<file path="config.mk">
export PLATFORM = sky130hd
export DESIGN_NAME = fpm_mult
export DESIGN_NICKNAME = d
export VERILOG_FILES = /design/src/rtl/fpm_pkg.sv /design/src/rtl/fpm_stage_in.sv /design/src/rtl/fpm_stage_mul.sv /design/src/rtl/fpm_stage_norm.sv /design/src/rtl/fpm_mult.sv
export SDC_FILE = /design/constraint.sdc
export NUM_CORES = 2
export LEC_CHECK = 0
export ABC_AREA = 1
export BUFFER_PORTS_ARGS = -buffer_cell sky130_fd_sc_hd__buf_2
export CORE_ASPECT_RATIO = 2
export CORE_MARGIN = 1.5
export CORE_UTILIZATION = 35
export CTS_CLUSTER_SIZE = 10
export DETAILED_ROUTE_END_ITERATION = 12
export GPL_ROUTABILITY_DRIVEN = 0
export HOLD_SLACK_MARGIN = 0.08
export PLACE_DENSITY = 0.57
export SLEW_MARGIN = 0
export SYNTH_ARGS = -nofsm -noshare
export SYNTH_HDL_FRONTEND = slang
export SYNTH_SLANG_ARGS = --single-unit
</file>
<file path="constraint.sdc">
create_clock -name clk -period 5.85 [get_ports clk]
set_clock_uncertainty 0.15 [all_clocks]
set_input_delay 1.755 -clock clk [delete_from_list [all_inputs] [get_ports clk]]
set_output_delay 1.755 -clock clk [all_outputs]
set_load 0.1 [all_outputs]
</file>
<file path="src/rtl/fpm_pkg.sv">
package fpm_pkg;
  // outcome of the range test in the last stage
  typedef enum logic [1:0] {
    FPM_NORMAL = 2'd0,
    FPM_ZERO   = 2'd1,
    FPM_OVF    = 2'd2,
    FPM_UNF    = 2'd3
  } fpm_class_e;
endpackage

</file>
<file path="src/rtl/fpm_stage_in.sv">
module fpm_stage_in #(
  parameter int WE = 8,
  parameter int WM = 24
) (
  input  logic              clk,
  input  logic              rst_n,
  input  logic              in_valid,
  input  logic [WE+WM:0]    op_a,
  input  logic [WE+WM:0]    op_b,
  output logic              s1_valid,
  output logic              s1_sign,
  output logic [WE+1:0]     s1_esum,
  output logic              s1_zero,
  output logic [WM-1:0]     s1_ma,
  output logic [WM-1:0]     s1_mb
);
  logic [WE-1:0] ea, eb;
  logic [WM-1:0] ma, mb;

  assign ea = op_a[WM +: WE];
  assign eb = op_b[WM +: WE];
  assign ma = op_a[WM-1:0];
  assign mb = op_b[WM-1:0];

  always_ff @(posedge clk or negedge rst_n) begin
    if (!rst_n) begin
      s1_valid <= 1'b0;
      s1_sign  <= 1'b0;
      s1_esum  <= '0;
      s1_zero  <= 1'b0;
      s1_ma    <= '0;
      s1_mb    <= '0;
    end else begin
      s1_valid <= in_valid;
      s1_sign  <= op_a[WE+WM] ^ op_b[WE+WM];
      s1_esum  <= {2'b00, ea} + {2'b00, eb};
      s1_zero  <= (~|ma) | (~|mb);
      s1_ma    <= ma;
      s1_mb    <= mb;
    end
  end
endmodule

</file>
<file path="src/rtl/fpm_stage_mul.sv">
module fpm_stage_mul #(
  parameter int WE = 8,
  parameter int WM = 24
) (
  input  logic                 clk,
  input  logic                 rst_n,
  input  logic                 s1_valid,
  input  logic                 s1_sign,
  input  logic [WE+1:0]        s1_esum,
  input  logic                 s1_zero,
  input  logic [WM-1:0]        s1_ma,
  input  logic [WM-1:0]        s1_mb,
  output logic                 s2_valid,
  output logic                 s2_sign,
  output logic                 s2_zero,
  output logic signed [WE+1:0] s2_exp,
  output logic [2*WM-1:0]      s2_prod
);
  localparam int EW = WE + 2;
  localparam int PW = 2 * WM;
  localparam logic signed [EW-1:0] BIAS_S = EW'((1 << (WE - 1)) - 1);

  always_ff @(posedge clk or negedge rst_n) begin
    if (!rst_n) begin
      s2_valid <= 1'b0;
      s2_sign  <= 1'b0;
      s2_zero  <= 1'b0;
      s2_exp   <= '0;
      s2_prod  <= '0;
    end else begin
      s2_valid <= s1_valid;
      s2_sign  <= s1_sign;
      s2_zero  <= s1_zero;
      s2_exp   <= $signed(s1_esum) - BIAS_S;
      s2_prod  <= PW'(s1_ma) * PW'(s1_mb);
    end
  end
endmodule

</file>
<file path="src/rtl/fpm_stage_norm.sv">
module fpm_stage_norm
  import fpm_pkg::*;
#(
  parameter int WE = 8,
  parameter int WM = 24
) (
  input  logic                 clk,
  input  logic                 rst_n,
  input  logic                 s2_valid,
  input  logic                 s2_sign,
  input  logic                 s2_zero,
  input  logic signed [WE+1:0] s2_exp,
  input  logic [2*WM-1:0]      s2_prod,
  output logic                 out_valid,
  output logic                 p_sign,
  output logic [WE-1:0]        p_exp,
  output logic [WM-1:0]        p_man,
  output logic                 ovf_flag,
  output logic                 unf_flag
);
  localparam int EW = WE + 2;
  localparam int PW = 2 * WM;
  localparam logic signed [EW-1:0] ONE_S  = EW'(1);
  localparam logic signed [EW-1:0] EMAX_S = EW'((1 << WE) - 1);

  // normalize by at most one place, then round to nearest even
  function automatic logic [EW+WM-1:0] norm_round(input logic [PW-1:0] prod,
                                                   input logic signed [EW-1:0] e);
    logic [PW-1:0]          nrm;
    logic signed [EW-1:0]   ex;
    logic [WM:0]            kept;
    logic                   g, r, st, up;
    if (prod[PW-1]) begin
      nrm = prod;
      ex  = e;
    end else begin
      nrm = prod << 1;
      ex  = e - ONE_S;
    end
    kept = {1'b0, nrm[PW-1 -: WM]};
    g    = nrm[WM-1];
    r    = nrm[WM-2];
    st   = |nrm[WM-3:0];
    up   = g & (r | st | kept[0]);
    kept = kept + {{WM{1'b0}}, up};
    if (kept[WM]) begin
      kept = {2'b01, {(WM-1){1'b0}}};
      ex   = ex + ONE_S;
    end
    return {ex, kept[WM-1:0]};
  endfunction

  logic [EW+WM-1:0]     nr;
  logic signed [EW-1:0] nr_exp;
  logic [WM-1:0]        nr_man;
  fpm_class_e           nr_class;

  assign nr     = norm_round(s2_prod, s2_exp);
  assign nr_exp = $signed(nr[WM +: EW]);
  assign nr_man = nr[WM-1:0];

  always_comb begin
    if (s2_zero)                nr_class = FPM_ZERO;
    else if (nr_exp > EMAX_S)   nr_class = FPM_OVF;
    else if (nr_exp[EW-1])      nr_class = FPM_UNF;
    else                        nr_class = FPM_NORMAL;
  end

  always_ff @(posedge clk or negedge rst_n) begin
    if (!rst_n) begin
      out_valid <= 1'b0;
      p_sign    <= 1'b0;
      p_exp     <= '0;
      p_man     <= '0;
      ovf_flag  <= 1'b0;
      unf_flag  <= 1'b0;
    end else begin
      out_valid <= s2_valid;
      ovf_flag  <= s2_valid && (nr_class == FPM_OVF);
      unf_flag  <= s2_valid && (nr_class == FPM_UNF);
      case (nr_class)
        FPM_NORMAL: begin
          p_sign <= s2_sign;
          p_exp  <= nr_exp[WE-1:0];
          p_man  <= nr_man;
        end
        FPM_OVF: begin
          p_sign <= s2_sign;
          p_exp  <= '1;
          p_man  <= '1;
        end
        default: begin
          p_sign <= 1'b0;
          p_exp  <= '0;
          p_man  <= '0;
        end
      endcase
    end
  end

  AST_OVF_SATURATES: assert property (@(posedge clk) disable iff (!rst_n)
    ovf_flag |-> (&p_exp) && (&p_man));
  AST_UNF_FLUSHES: assert property (@(posedge clk) disable iff (!rst_n)
    unf_flag |-> (p_exp == '0) && (p_man == '0) && !p_sign);
  AST_MAN_NORMALIZED: assert property (@(posedge clk) disable iff (!rst_n)
    out_valid |-> (p_man == '0) || p_man[WM-1]);
  AST_FLAGS_NEED_VALID: assert property (@(posedge clk) disable iff (!rst_n)
    (ovf_flag || unf_flag) |-> out_valid);
  AST_FLAGS_EXCLUSIVE: assert property (@(posedge clk) disable iff (!rst_n)
    $countones({ovf_flag, unf_flag}) <= 1);
endmodule

</file>
<file path="src/rtl/fpm_mult.sv">
module fpm_mult #(
  parameter int WE = 8,
  parameter int WM = 24
) (
  input  logic            clk,
  input  logic            rst_n,
  input  logic            in_valid,
  input  logic [WE+WM:0]  op_a,
  input  logic [WE+WM:0]  op_b,
  output logic            out_valid,
  output logic            p_sign,
  output logic [WE-1:0]   p_exp,
  output logic [WM-1:0]   p_man,
  output logic            ovf_flag,
  output logic            unf_flag
);
  logic                 s1_valid, s1_sign, s1_zero;
  logic [WE+1:0]        s1_esum;
  logic [WM-1:0]        s1_ma, s1_mb;
  logic                 s2_valid, s2_sign, s2_zero;
  logic signed [WE+1:0] s2_exp;
  logic [2*WM-1:0]      s2_prod;
  logic                 in_has_zero;

  assign in_has_zero = (op_a[WM-1:0] == '0) || (op_b[WM-1:0] == '0);

  fpm_stage_in #(.WE(WE), .WM(WM)) u_in (
    .clk(clk), .rst_n(rst_n), .in_valid(in_valid), .op_a(op_a), .op_b(op_b),
    .s1_valid(s1_valid), .s1_sign(s1_sign), .s1_esum(s1_esum),
    .s1_zero(s1_zero), .s1_ma(s1_ma), .s1_mb(s1_mb));

  fpm_stage_mul #(.WE(WE), .WM(WM)) u_mul (
    .clk(clk), .rst_n(rst_n), .s1_valid(s1_valid), .s1_sign(s1_sign),
    .s1_esum(s1_esum), .s1_zero(s1_zero), .s1_ma(s1_ma), .s1_mb(s1_mb),
    .s2_valid(s2_valid), .s2_sign(s2_sign), .s2_zero(s2_zero),
    .s2_exp(s2_exp), .s2_prod(s2_prod));

  fpm_stage_norm #(.WE(WE), .WM(WM)) u_norm (
    .clk(clk), .rst_n(rst_n), .s2_valid(s2_valid), .s2_sign(s2_sign),
    .s2_zero(s2_zero), .s2_exp(s2_exp), .s2_prod(s2_prod),
    .out_valid(out_valid), .p_sign(p_sign), .p_exp(p_exp), .p_man(p_man),
    .ovf_flag(ovf_flag), .unf_flag(unf_flag));

  AST_THREE_CYCLE_VALID: assert property (@(posedge clk) disable iff (!rst_n)
    in_valid |-> ##3 out_valid);
  AST_THREE_CYCLE_IDLE: assert property (@(posedge clk) disable iff (!rst_n)
    !in_valid |-> ##3 !out_valid);
  AST_ZERO_NO_FLAG: assert property (@(posedge clk) disable iff (!rst_n)
    (in_valid && in_has_zero) |-> ##3 (!ovf_flag && !unf_flag && p_exp == '0 && p_man == '0));
endmodule

</file>
==> results_dict.tcl <==
set metrics [dict create \
    vias_per_cell 4.706 \
    async_flop_share_pct 100.0 \
    cts_root_buffer "clkbuf_16" \
    detailed_place_hpwl_um 69900 \
    grt-ovfl-total 0 \
    cp.arrival_ns 6.64 \
    fin_crit_sh_pct 108.9 \
    syn-num-nets 4033 \
    slew_headroom_pct 23.84 \
    ys_seq_area_share_pct 14.87 \
    finalSetupViolCount 34 \
    fillerInstances 7333 \
    syn_area_mm2 0.02642 \
    dr_total_vias 22150 \
    cts_inserted_buffers 17 \
    start_util_pct 35.33 \
    violations "negative setup slack" \
    final_common_cell "inv_1" \
    worst-r2r-cell-count 25 \
    track_usage_pct 22.30 \
    holdPathEnd "u_mul.s2_sign" \
    die_w_um 197.3 \
    grt_pass1_vias 24140 \
    seqCellArea_mm2 0.003946 \
    ios 105 \
    grt_setup_unrepaired "yes" \
    core-area_mm2 0.07480 \
    drive_above_1_share_pct 25.28 \
    min_from "u_in.s1_sign" \
    die_y_um 391.6 \
    syn_area_per_cell_um2 8.022 \
    fin_nets 4424 \
    n_antenna_cell 0 \
    htreeDepth 4 \
    rr_endpoint "u_mul.s2_prod[40]" \
    grt_max_degree 111 \
    synth_flop_cell "dfrtp_1" \
    route.detailed.drc 0 \
    status "complete, but fails checks" \
    area_growth_pct 27.49 \
    antenna_found_initial 0 \
    hp-class "reg2reg" \
    synth-edff-count 0 \
    hold_violations 0 \
    path_max_fanout 6 \
    ys_types 48 \
    cp-start-kind "flip-flop" \
    clk_pin_slew_worst_paths_ns 0.08 \
    critPathKind "reg2reg" \
    ys_ff_latch 157 \
    max_freq_ghz 0.1569 \
    antenna_left 0 \
    fin_util_pct 45.04 \
    multi_input_area_mm2 0.02001 \
    grt_pass1_wl_um 128700 \
    worstPathRequired_ns 6.12 \
    yosys_warnings 0 \
    die_area_mm2 0.07725 \
    worst_pin_slew_ns 1.132 \
    num_rows 142 \
    clock_latency_ns 0.50 \
    wl_per_cell_um 17.57 \
    layout_common_cells "912 x inv_1, 768 x nand2_1, 448 x fa_1" \
    wl_um 82710 \
    slew_violations 0 \
    cts_tree "yes" \
    min_period_ns 6.373 \
    cts.sinks 157 \
    rr_startpoint "u_in.s1_ma[16]" \
    min_path_cells 0 \
    dr.pass1.iters 5 \
    setup-tns-final_ns -10.17 \
    clock_path_buffers 2 \
    cp-end-kind "flip-flop" \
    syn_inst 3294 \
    drtIter0Drc 913 \
    regToRegSetupSlack_ns -0.52 \
    port_buffers 104 \
    fin_ws_ns -0.5231 \
    maxCapViolCount 0 \
]
cell usage after synthesis (2+ instances only):
master / instances / area (µm²)
a21boi_0: 3 / 22.52
a21o_1: 9 / 67.56
a21oi_1: 69 / 345.3
a21oi_2: 27 / 236.5
a31oi_1: 11 / 68.82
and3_1: 2 / 12.51
buf_4: 4 / 30.03
buf_6: 6 / 67.56
clkbuf_1: 97 / 364.1
dfrtp_1: 157 / 3929
fa_1: 483 / 9669
ha_1: 187 / 2340
inv_1: 985 / 3697
inv_2: 2 / 7.510
nand2_1: 830 / 3115
nand2_2: 5 / 31.28
nand3_1: 62 / 310.3
nand3b_1: 2 / 15.01
nand4_1: 20 / 125.1
nor2_1: 125 / 469.2
nor2_2: 8 / 50.05
nor2_4: 5 / 56.30
nor3_1: 14 / 70.07
nor4_1: 18 / 112.6
o211ai_1: 2 / 15.01
o21a_1: 3 / 22.52
o21ai_0: 50 / 250.2
o21ai_1: 7 / 35.03
o21ai_2: 2 / 17.52
o21bai_1: 6 / 45.04
or2_2: 4 / 25.02
xnor2_1: 19 / 166.4
xor2_1: 55 / 481.7
layout make-up:
| cell class | count | share of cell area (%) |
|---|---|---|
| Clock buffer | 17 | 1.263 |
| Sequential cell | 157 | 11.71 |
| Inverter | 987 | 11.01 |
| Timing Repair Buffer | 481 | 12.23 |
| Clock inverter | 15 | 0.6388 |
| Multi-Input combinational cell | 2041 | 59.41 |
| Tap cell | 1008 | 3.744 |
worst max-delay path, stage by stage, from the launching register on:
cell       delay [ns]
dfrtp_2          0.52
buf_4            0.17
nand2_2          0.05
fa_1             0.55
inv_1            0.07
fa_1             0.48
inv_1            0.06
fa_2             0.58
fa_1             0.42
inv_1            0.09
fa_2             0.44
fa_2             0.60
inv_2            0.05
fa_1             0.47
inv_1            0.08
ha_4             0.33
buf_6            0.12
nand2_2          0.07
nor2_2           0.13
inv_2            0.09
nor2_4           0.11
nand4_1          0.15
o2111ai_4        0.19
nand2_1          0.09
nand2_1          0.08
xor2_1           0.14
per-layer routing:
metal | vias up | global-route usage [%] | wire, µm
li1 | 10210 | - | -
met1 | 11050 | 20.49 | 26520
met2 | 601 | 44.54 | 47270
met3 | 285 | 2.183 | 2437
met4 | 0 | 15.84 | 6487
met5 | - | 0 | 0
sequential cells by signal, indices dropped and copies added, names as in the netlist:
signal            cells
u_norm.ovf_flag       1
u_norm.p_man         24
u_norm.out_valid      1
u_norm.p_exp          8
u_mul.s2_prod        48
u_mul.s2_exp         10
u_in.s1_mb           24
u_in.s1_ma           24
u_mul.s2_sign         1
u_in.s1_zero          1
u_norm.unf_flag       1
u_norm.p_sign         1
u_in.s1_esum          9
u_in.s1_sign          1
u_mul.s2_zero         1
u_in.s1_valid         1
u_mul.s2_valid        1
worst max path at each step:
stage                        start                 to  slack (ns)
floorplan            u_in.s1_mb[0]  u_mul.s2_prod[32]       0.002
global placement    u_in.s1_ma[16]  u_mul.s2_prod[35]       -0.80
detailed placement  u_in.s1_ma[14]  u_mul.s2_prod[35]       -0.84
CTS                  u_in.s1_mb[4]  u_mul.s2_prod[45]       -0.38
global route        u_in.s1_ma[17]  u_mul.s2_prod[40]       -0.65
finish              u_in.s1_ma[16]  u_mul.s2_prod[40]       -0.52
what timing repair did:
item,CTS,global route
pin swaps,173,127
setup endpoints to repair,36,37
resized for setup,383,152
hold buffers,0,0
buffers inserted,55,24
through the flow:
step / setup slack (ns) / instance area, µm² / instances / hold WS (ns)
after floorplan: 0.001985 / 26510 / 3294 / 0.1812
after global placement: -0.7961 / 30510 / 4601 / 0.1849
after detailed placement: -0.8406 / 30510 / 4601 / 0.1886
after CTS: -0.3849 / 33010 / 4683 / 0.2053
after global routing: -0.6530 / 33690 / 4706 / 0.2195
final: -0.5231 / 33690 / 4706 / 0.2017
logic make-up (layout without fill, tap and decap cells):
logic type      after synthesis  in the layout  synth area share, %
simple gates               1100           1100                16.87
buf+inv                    1096           1500                15.84
fa+ha+maj                   670            670                45.45
compound gates              197            197                4.517
flops                       157            157                14.87
xor+xnor                     74             74                2.453
Power is left out: the tool's default activity adds up to more than one toggle a clock period on the data nets, which glitch-free logic cannot reach.
